[config.mk]
export PLATFORM = sky130hd
export DESIGN_NAME = dbk_watch_top
export DESIGN_NICKNAME = d
export VERILOG_FILES = /design/src/rtl/dbk_pkg.sv /design/src/rtl/dbk_mask_fix.sv /design/src/rtl/dbk_region_match.sv /design/src/rtl/dbk_channel.sv /design/src/rtl/dbk_watch_top.sv
export SDC_FILE = /design/constraint.sdc
export NUM_CORES = 1
export LEC_CHECK = 0
export ABC_CLOCK_PERIOD_IN_PS = 5900
export CORE_MARGIN = 2
export CORE_UTILIZATION = 40
export DETAILED_ROUTE_END_ITERATION = 8
export DONT_BUFFER_PORTS = 1
export PLACE_DENSITY = 0.62
export RECOVER_POWER = 25
export SETUP_SLACK_MARGIN = 0.15
export SLEW_MARGIN = 15
export SYNTH_ARGS = -nofsm -noshare
export SYNTH_HDL_FRONTEND = slang
export SYNTH_SLANG_ARGS = --single-unit
[constraint.sdc]
create_clock -name clk -period 5.9 [get_ports clk]
set_input_delay 1.18 -clock clk [delete_from_list [all_inputs] [get_ports clk]]
set_output_delay 1.18 -clock clk [all_outputs]
set_load 0.01 [all_outputs]
[src/rtl/dbk_pkg.sv]
package dbk_pkg;

    localparam int MAX_ACC_BYTES = 4;

    typedef enum logic [1:0] {
        SZ_BYTE  = 2'd0,
        SZ_HALF  = 2'd1,
        SZ_WORD  = 2'd2,
        SZ_WORDX = 2'd3
    } acc_size_e;

    typedef struct packed {
        logic ld;
        logic st;
    } brk_en_t;

    function automatic logic [2:0] sz_bytes(input logic [1:0] code);
        case (acc_size_e'(code))
            SZ_BYTE: return 3'd1;
            SZ_HALF: return 3'd2;
            default: return 3'd4;
        endcase
    endfunction

endpackage

[src/rtl/dbk_mask_fix.sv]
module dbk_mask_fix #(
    parameter int MW = 6
) (
    input  logic [MW-1:0] raw,
    output logic [MW-1:0] fixed,
    output logic          broken
);
    always_comb begin
        logic run;
        run = 1'b1;
        for (int i = MW - 1; i >= 0; i--) begin
            run      = run & raw[i];
            fixed[i] = run;
        end
        broken = (fixed != raw);
    end
endmodule

[src/rtl/dbk_region_match.sv]
module dbk_region_match #(
    parameter int AW = 32
) (
    input  logic [AW-1:0] base_addr,
    input  logic [AW-1:0] mask,
    input  logic [AW-1:0] acc_addr,
    input  logic [2:0]    nbytes,
    output logic          touched
);
    import dbk_pkg::*;

    logic [MAX_ACC_BYTES-1:0] in_v;

    for (genvar b = 0; b < MAX_ACC_BYTES; b++) begin : g_byte
        logic [AW-1:0] a_b;
        assign a_b     = acc_addr + AW'(b);
        assign in_v[b] = (3'(b) < nbytes) && (((a_b ^ base_addr) & mask) == '0);
    end

    assign touched = |in_v;
endmodule

[src/rtl/dbk_channel.sv]
module dbk_channel #(
    parameter int AW = 32,
    parameter int MW = 6
) (
    input  logic          clk,
    input  logic          rst,
    input  logic          addr_we,
    input  logic          ctrl_we,
    input  logic [AW-1:0] wdata,
    input  logic          acc_valid,
    input  logic          acc_write,
    input  logic [1:0]    acc_size,
    input  logic [AW-1:0] acc_addr,
    output logic          hit,
    output logic          err
);
    import dbk_pkg::*;

    localparam int CW = MW + 2;

    brk_en_t       en_q;
    logic [MW-1:0] fld_q;
    logic [AW-1:0] addr_q;
    logic          err_q;
    logic [MW-1:0] fix_fld;
    logic          fix_bad;
    logic [AW-1:0] eff_mask;
    logic          any_in;
    logic          dir_ok;

    dbk_mask_fix #(.MW(MW)) u_fix (
        .raw    (wdata[CW-1:2]),
        .fixed  (fix_fld),
        .broken (fix_bad)
    );

    always_ff @(posedge clk) begin
        if (rst) begin
            en_q   <= '0;
            fld_q  <= '0;
            addr_q <= '0;
            err_q  <= 1'b0;
        end else begin
            if (addr_we) begin
                addr_q <= wdata;
            end
            if (ctrl_we) begin
                en_q.st <= wdata[0];
                en_q.ld <= wdata[1];
                fld_q   <= fix_fld;
                err_q   <= fix_bad;
            end
        end
    end

    assign eff_mask = {{(AW - MW){1'b1}}, fld_q};

    dbk_region_match #(.AW(AW)) u_match (
        .base_addr (addr_q),
        .mask      (eff_mask),
        .acc_addr  (acc_addr),
        .nbytes    (sz_bytes(acc_size)),
        .touched   (any_in)
    );

    assign dir_ok = acc_write ? en_q.st : en_q.ld;
    assign hit    = acc_valid && dir_ok && any_in;
    assign err    = err_q;

    assert_idle_no_hit_R3: assert property (@(posedge clk) disable iff (rst)
        (!en_q.st && !en_q.ld) |-> !hit);

    assert_store_gate_R4: assert property (@(posedge clk) disable iff (rst)
        (acc_write && !en_q.st) |-> !hit);

    assert_load_gate_R4: assert property (@(posedge clk) disable iff (rst)
        (!acc_write && !en_q.ld) |-> !hit);

    assert_mask_aligned_R7: assert property (@(posedge clk) disable iff (rst)
        (((~eff_mask) + AW'(1)) & (~eff_mask)) == '0);

    assert_err_hold_R8: assert property (@(posedge clk) disable iff (rst)
        !ctrl_we |=> $stable(err_q));

    assert_no_valid_no_hit_R10: assert property (@(posedge clk) disable iff (rst)
        !acc_valid |-> !hit);
endmodule

[src/rtl/dbk_watch_top.sv]
module dbk_watch_top #(
    parameter int NUM_CH = 4,
    parameter int AW     = 32,
    parameter int MW     = 6,
    localparam int CHW   = (NUM_CH > 1) ? $clog2(NUM_CH) : 1
) (
    input  logic              clk,
    input  logic              rst,
    input  logic              cfg_addr_we,
    input  logic              cfg_ctrl_we,
    input  logic [CHW-1:0]    cfg_ch,
    input  logic [AW-1:0]     cfg_wdata,
    input  logic              acc_valid,
    input  logic              acc_write,
    input  logic [1:0]        acc_size,
    input  logic [AW-1:0]     acc_addr,
    output logic [NUM_CH-1:0] hit,
    output logic [NUM_CH-1:0] mask_err
);
    for (genvar g = 0; g < NUM_CH; g++) begin : g_ch
        logic sel;
        assign sel = (cfg_ch == CHW'(g));

        dbk_channel #(.AW(AW), .MW(MW)) u_ch (
            .clk       (clk),
            .rst       (rst),
            .addr_we   (cfg_addr_we && sel),
            .ctrl_we   (cfg_ctrl_we && sel),
            .wdata     (cfg_wdata),
            .acc_valid (acc_valid),
            .acc_write (acc_write),
            .acc_size  (acc_size),
            .acc_addr  (acc_addr),
            .hit       (hit[g]),
            .err       (mask_err[g])
        );
    end
endmodule

==> results.json, run 1 <==
{
  "slew_headroom_pct": -54.21,
  "ir_drop_v": 0.0002560,
  "fin_util_pct": 45.47,
  "ys_seq_area_share_pct": 24.05,
  "leakagePower_nw": 5.409,
  "avgRoutedWirePerCell_um": 32.35,
  "crit_chain": "ha_1, a21oi_4, nor2_1, nand3_1, xnor2_1, nor4_1, nand4_1, o31ai_1, a221o_1",
  "start_kind": "input port",
  "ys.warnings.count": 0,
  "critPathCaptureType": "primary output",
  "hold_buffers": 0,
  "clk_pin_slew_ps": 70,
  "cts_tree": "built",
  "grt_first_pass_wirelength_um": 101300,
  "cts.sinks": 164,
  "clockBufferDepth": 2,
  "status": "finished with violations",
  "hold_viol_final": 0,
  "setup_viol": 0,
  "critPathSlowestCell": "nor2_1",
  "htreeDepth": 4,
  "crit_path_max_fanout": 10,
  "final_area_um2": 15250,
  "critPathArrivalTime_ps": 4560,
  "post-route-min-period_ps": 5739,
  "gp_congestion": 1.094,
  "rows": 67,
  "stdcell_count": 2254,
  "cts_setup_buffers": 0,
  "slowest_delay_ps": 560,
  "syn2layout_area_growth_pct": 11.69,
  "root_buffer": "clkbuf_16",
  "overflow": 0,
  "skew_ps": 0,
  "post_drt_via_cell_ratio": 6.194,
  "dp_cells": 2221,
  "dieHeight_um": 188.7,
  "worstMarginPinSlew_ps": 2313,
  "setup_tns_ps": 0,
  "drc_errors": 0,
  "vias": 13960,
  "synthTopCellsByArea": "dfxtp_1 24%, xnor2_1 16%, xor2_1 15%, nand2_1 9.4%, a21oi_1 6.5%",
  "drt-pass1-iter-count": 6,
  "clk_latency_ps": 460,
  "violations": "max-capacitance violations, max-slew violations",
  "ys_types": 75,
  "post-route-period-util_pct": 97.28,
  "dieArea_um2": 35620,
  "initial_core_util_pct": 40.71,
  "die_w_um": 188.7,
  "synth_top_cell_by_area": "dfxtp_1",
  "grt_pass1_vias": 13150,
  "cp.required_ps": 4720,
  "syn_area_per_cell_um2": 7.708,
  "hold_class": "flip-flop to flip-flop",
  "io_pins": 82,
  "syn-num-nets": 1850,
  "synth_area_um2": 13650,
  "post-dp-hpwl_um": 58010,
  "portBuffers": 0,
  "rsz0062_at_grt": "true",
  "maxCapViolations": 2,
  "synthesis.instances": 1771,
  "slew_viol_final": 66,
  "drt_wl_total_um": 72930,
  "antenna_found_initial": 2,
  "core-area_um2": 33530,
  "dr.first_iter.drc_count": 1872,
  "synthFlopType": "dfxtp_1",
  "placed_area_um2": 14580,
  "synth-async-reset-ratio_pct": 0,
  "power.density_nw_per_um2": 206.6,
  "nets": 1871,
  "critPathKind": "input port to primary output",
  "cts_inserted_buffers": 17,
  "grt_use_total_pct": 40.77,
  "totalPowerFinal_w": 0.003150,
  "ys_seq_elements": 164,
  "grt_max_degree": 165,
  "fmax_ghz": 0.1742,
  "antenna_left": 0,
  "synth_edf_count": 0,
  "layout-drive-gt1-share_pct": 11.41,
  "synth_top_area_share_pct": 24.05
}
power breakdown:
part	internal (W)	switching, W	total [W]
Sequential	0.00114	0.0000346	0.00118
Combinational	0.000249	0.000468	0.000718
Clock	0.000726	0.000531	0.00126
Total	0.00212	0.00103	0.00315
registers in the layout (all words and copies together) (netlist names):
| name | count |
|---|---|
| g_ch.u_ch.addr_q | 128 |
| g_ch.u_ch.fld_q | 24 |
| g_ch.u_ch.err | 4 |
| g_ch.u_ch.en_q | 8 |
cell usage in the layout (no fill, tap or decap), drive strengths merged, types with 7 or more instances in the layout:
master / netlist / layout
nand2: 344 / 344
buf: 45 / 119
nand4: 65 / 65
mux2i: 25 / 25
xnor2: 243 / 243
nand2b: 8 / 8
nor2: 88 / 88
a2111oi: 12 / 12
nor4: 67 / 67
o2111ai: 7 / 7
nor3: 35 / 35
a21oi: 178 / 178
o21ai: 16 / 16
and3: 7 / 7
a221oi: 8 / 8
nand3: 34 / 34
clkbuf: 74 / 20
dfxtp: 164 / 164
xor2: 227 / 227
inv: 22 / 26
path summary, 6_finish.rpt:
kind	start	endpoint	slack [ps]	depth (start not counted)
setup reg to reg	g_ch[0].u_ch.addr_q[26]	g_ch[0].u_ch.addr_q[26]	4950	2
hold reg to reg	g_ch[2].u_ch.en_q[0]	g_ch[2].u_ch.en_q[0]	450	2
hold / removal	g_ch[2].u_ch.en_q[0]	g_ch[2].u_ch.en_q[0]	450	2
setup / recovery	acc_addr[1]	hit[0]	160	9
critical path, delay by kind of cell:
family | cells | cell delay, ps
AOI/OAI and AO/OA | 3 | 920
and+or+nand+nor | 4 | 1790
xor gates and xnor gates | 1 | 250
adders and majority gates | 1 | 400
kinds of logic (layout without fill, tap and decap cells):
logic type / count (synthesis) / count (layout) / share of synthesized area, %
AND/OR/NAND/NOR: 698 / 698 / 26.88
XOR/XNOR: 470 / 470 / 30.29
AO/OA/AOI/OAI: 266 / 266 / 11.58
flip-flops: 164 / 164 / 24.05
buffers and inverters: 141 / 175 / 4.739
multiplexers: 27 / 27 / 1.998
adder cells (fa/ha/maj): 5 / 5 / 0.4583
other: 0 / 1 / 0
layer usage:
layer	vias up	part of all wire [%]	track usage, %
li1	6073	-	-
met1	6805	43	56.98
met2	923	41	58.53
met3	158	11	10.23
met4	2	5.0	18.75
met5	-	0.016	0
Yosys cell counts (all sizes together) (12+ instances only):
master   number
mux2i        25
a21oi       178
dfxtp       164
xor2        227
nor2         88
inv          22
nand4        65
nor3         35
xnor2       243
nor4         67
a2111oi      12
nand2       344
nand3        34
buf          45
o21ai        16
clkbuf       74
metrics by stage:
stage               setup WS [ps]  hold slack [ps]
CTS                         240.9            452.5
detailed placement          97.52            442.7
global placement            33.70            437.0
floorplan                   964.0            432.9
global route                143.1            481.9
finish                      160.7            453.7
repair_timing:
action,CTS,global route
pin swaps,0,0
gates resized for setup,2,4
endpoints found under the setup margin,1,1
layout make-up:
| class | count | area (um2) |
|---|---|---|
| Fill cell | 3478 | 18290 |
| Multi-Input combinational cell | 1466 | 9778 |
| Sequential cell | 164 | 3283 |
| Timing Repair Buffer | 121 | 900.9 |
| Tap cell | 448 | 560.5 |
| Clock buffer | 18 | 439.2 |
| Clock inverter | 14 | 198.9 |
| Inverter | 22 | 82.58 |
| Antenna cell | 1 | 2.502 |
(Power assumes the default switching activity.)
==> run 2: changes to the inputs <==
Settings changed: PLACE_DENSITY 0.62 to 0.61.
==> run 2 against run 1 <==
- the run still ends with max-capacitance violations, max-slew violations left
- clock power is 3% lower
- setup slack better by 24 ps
- sequential share of layout area grew 0.28 points
- global-route usage is 0.51 points lower
- critical path depth increased by 2
- sequential power is essentially flat
- flip-flop and latch count stayed put
- die area unchanged
==> results.json, run 2 (same netlist as run 1, synthesis figures left out) <==
{
  "status": "finished with violations",
  "violations": "max-capacitance violations, max-slew violations",
  "post-dp-hpwl_um": 56920,
  "root_buffer": "clkbuf_16",
  "antenna_found_initial": 1,
  "io_pins": 82,
  "hold_class": "flip-flop to flip-flop",
  "clk_pin_slew_ps": 70,
  "layout.cells.most_common_list": "342 x nand2_1, 243 x xnor2_1, 226 x xor2_1, 177 x a21oi_1, 164 x dfxtp_1",
  "grt_first_pass_wirelength_um": 100700,
  "cts_tree": "built",
  "largest_register": "g_ch.u_ch.addr_q",
  "largest_reg_flops": 128,
  "initial_core_util_pct": 40.71,
  "fmax_ghz": 0.1750,
  "skew_ps": 0,
  "maxCapViolations": 2,
  "worstMarginPinSlew_ps": 2446,
  "final_common_cell": "nand2_1",
  "critPathSlowestCell": "nand3b_1",
  "fillers": 3454,
  "clockBufferDepth": 2,
  "htreeDepth": 4,
  "cts_inserted_buffers": 17,
  "clk_latency_ps": 460,
  "cp.required_ps": 4720,
  "gp_congestion": 1.112,
  "hold_viol_final": 0,
  "critPathCaptureType": "primary output",
  "rows": 67,
  "cts.sinks": 164,
  "vias": 13850,
  "slew_viol_final": 66,
  "slew_headroom_pct": -63.09,
  "rsz0062_at_grt": "false",
  "critPathKind": "input port to primary output",
  "power.density_nw_per_um2": 206.3,
  "slowest_delay_ps": 510,
  "drt-pass1-iter-count": 8,
  "cp-startpoint": "acc_addr[1]",
  "core-area_um2": 33530,
  "syn2layout_area_growth_pct": 10.28,
  "crit_chain": "inv_1, ha_1, nand3b_1, buf_4, nor2_1, xnor2_1, o21ai_0, a221oi_1, nand4b_1, nor4_1, a221o_1",
  "post-route-period-util_pct": 96.88,
  "reg2regPathDepth": 2,
  "die_w_um": 188.7,
  "leakagePower_nw": 5.287,
  "layout-drive-gt1-share_pct": 10.30,
  "critPathArrivalTime_ps": 4540,
  "drc_errors": 0,
  "start_kind": "input port",
  "grt_pass1_vias": 12900,
  "post-route-min-period_ps": 5716,
  "setup_viol": 0,
  "top_regs": "g_ch.u_ch.addr_q: 128 flops, g_ch.u_ch.fld_q: 24 flops, g_ch.u_ch.en_q: 8 flops",
  "crit_end": "hit[1]",
  "overflow": 0,
  "stdcell_count": 2235,
  "r2r-start": "g_ch[0].u_ch.addr_q[26]",
  "grt_max_degree": 165,
  "place_ws_ps": -42.42,
  "grt_use_total_pct": 40.26,
  "dieHeight_um": 188.7,
  "post_drt_via_cell_ratio": 6.195,
  "fin_ws_ps": 184.2,
  "r2r-end": "g_ch[0].u_ch.addr_q[26]",
  "antenna_left": 0,
  "avgRoutedWirePerCell_um": 32.32,
  "nets": 1853,
  "drt_wl_total_um": 72250,
  "dp_cells": 2203,
  "reg2reg_slack_ps": 4830,
  "crit_path_max_fanout": 9,
  "n_antenna_cell": 0,
  "portBuffers": 0,
  "dr.first_iter.drc_count": 1897,
  "dieArea_um2": 35620,
  "ir_drop_v": 0.0002539
}
[run 2: changes by cell type in the layout (fill, tap and decap cells not counted), moves of 2 or more]
cell / before / now
buf_4: 119 / 100
clkbuf_1: 2 / 4
inv_8: 1 / 3
clkinv_2: 3 / 1
[run 2: layout make-up]
| class | instances | area [um2] | area share [%] |
|---|---|---|---|
| Multi-Input combinational cell | 1466 | 9747 | 64.75 |
| Timing Repair Buffer | 103 | 762.0 | 5.062 |
| Tap cell | 448 | 560.5 | 3.724 |
| Inverter | 22 | 82.58 | 0.5486 |
| Clock inverter | 14 | 188.9 | 1.255 |
| Clock buffer | 18 | 429.2 | 2.851 |
| Sequential cell | 164 | 3283 | 21.81 |
[run 2: worst min path at each step]
stage	startpoint	end	slack, ps	depth (start not counted)
2_1_floorplan	g_ch[2].u_ch.en_q[0]	g_ch[2].u_ch.en_q[0]	430	2
3_3_place_gp	g_ch[2].u_ch.en_q[0]	g_ch[2].u_ch.en_q[0]	440	2
3_5_place_dp	g_ch[2].u_ch.en_q[0]	g_ch[2].u_ch.en_q[0]	450	2
4_1_cts	g_ch[2].u_ch.en_q[0]	g_ch[2].u_ch.en_q[0]	460	2
5_1_grt	g_ch[2].u_ch.addr_q[14]	g_ch[2].u_ch.addr_q[14]	480	2
6_report	g_ch[2].u_ch.addr_q[14]	g_ch[2].u_ch.addr_q[14]	460	2
[run 2: power by group]
group	switching [W]	total [W]	internal, W
clock	0.000543	0.00122	0.000680
sequential	0.0000333	0.00117	0.00114
combinational	0.000465	0.000709	0.000244
total	0.00104	0.00311	0.00206
[run 2: timing repair]
item                                   4_1_cts  5_1_grt
endpoints found under the hold margin        0        0
setup buffers                                0        0
setup endpoints to repair                    1        3
hold buffers                                 0        0
gates resized for setup                      1        3
pin swaps                                    0        0
[run 2: routing by layer]
layer	share of wire, %	track usage (%)	up-vias
li1	-	-	6051
met1	43	56.72	6749
met2	42	58.80	884
met3	11	9.313	160
met4	4.6	16.38	2
met5	0.017	0	-
[run 2: stage by stage]
stage / cell area, um2 / hold WS [ps] / utilization [%] / power [W] / TNS (ps)
floorplan: 13650 / 432.9 / - / 0.001673 / 0
global placement: 14430 / 437.0 / 43.04 / 0.001886 / 0
detailed placement: 14430 / 448.2 / 43.04 / 0.001878 / -42.42
CTS: 15060 / 457.1 / 44.90 / 0.003090 / 0
global route: 15050 / 478.3 / 44.89 / 0.003183 / 0
finish: 15050 / 459.9 / 44.89 / 0.003106 / 0
[run 2: worst max-delay path: cells and delay by family]
| kind | cells | cell delay (ps) |
|---|---|---|
| buffers and inverters | 2 | 410 |
| AO/OA/AOI/OAI | 3 | 950 |
| adder cells (fa/ha/maj) | 1 | 220 |
| XOR/XNOR | 1 | 160 |
| AND/OR/NAND/NOR | 4 | 1590 |
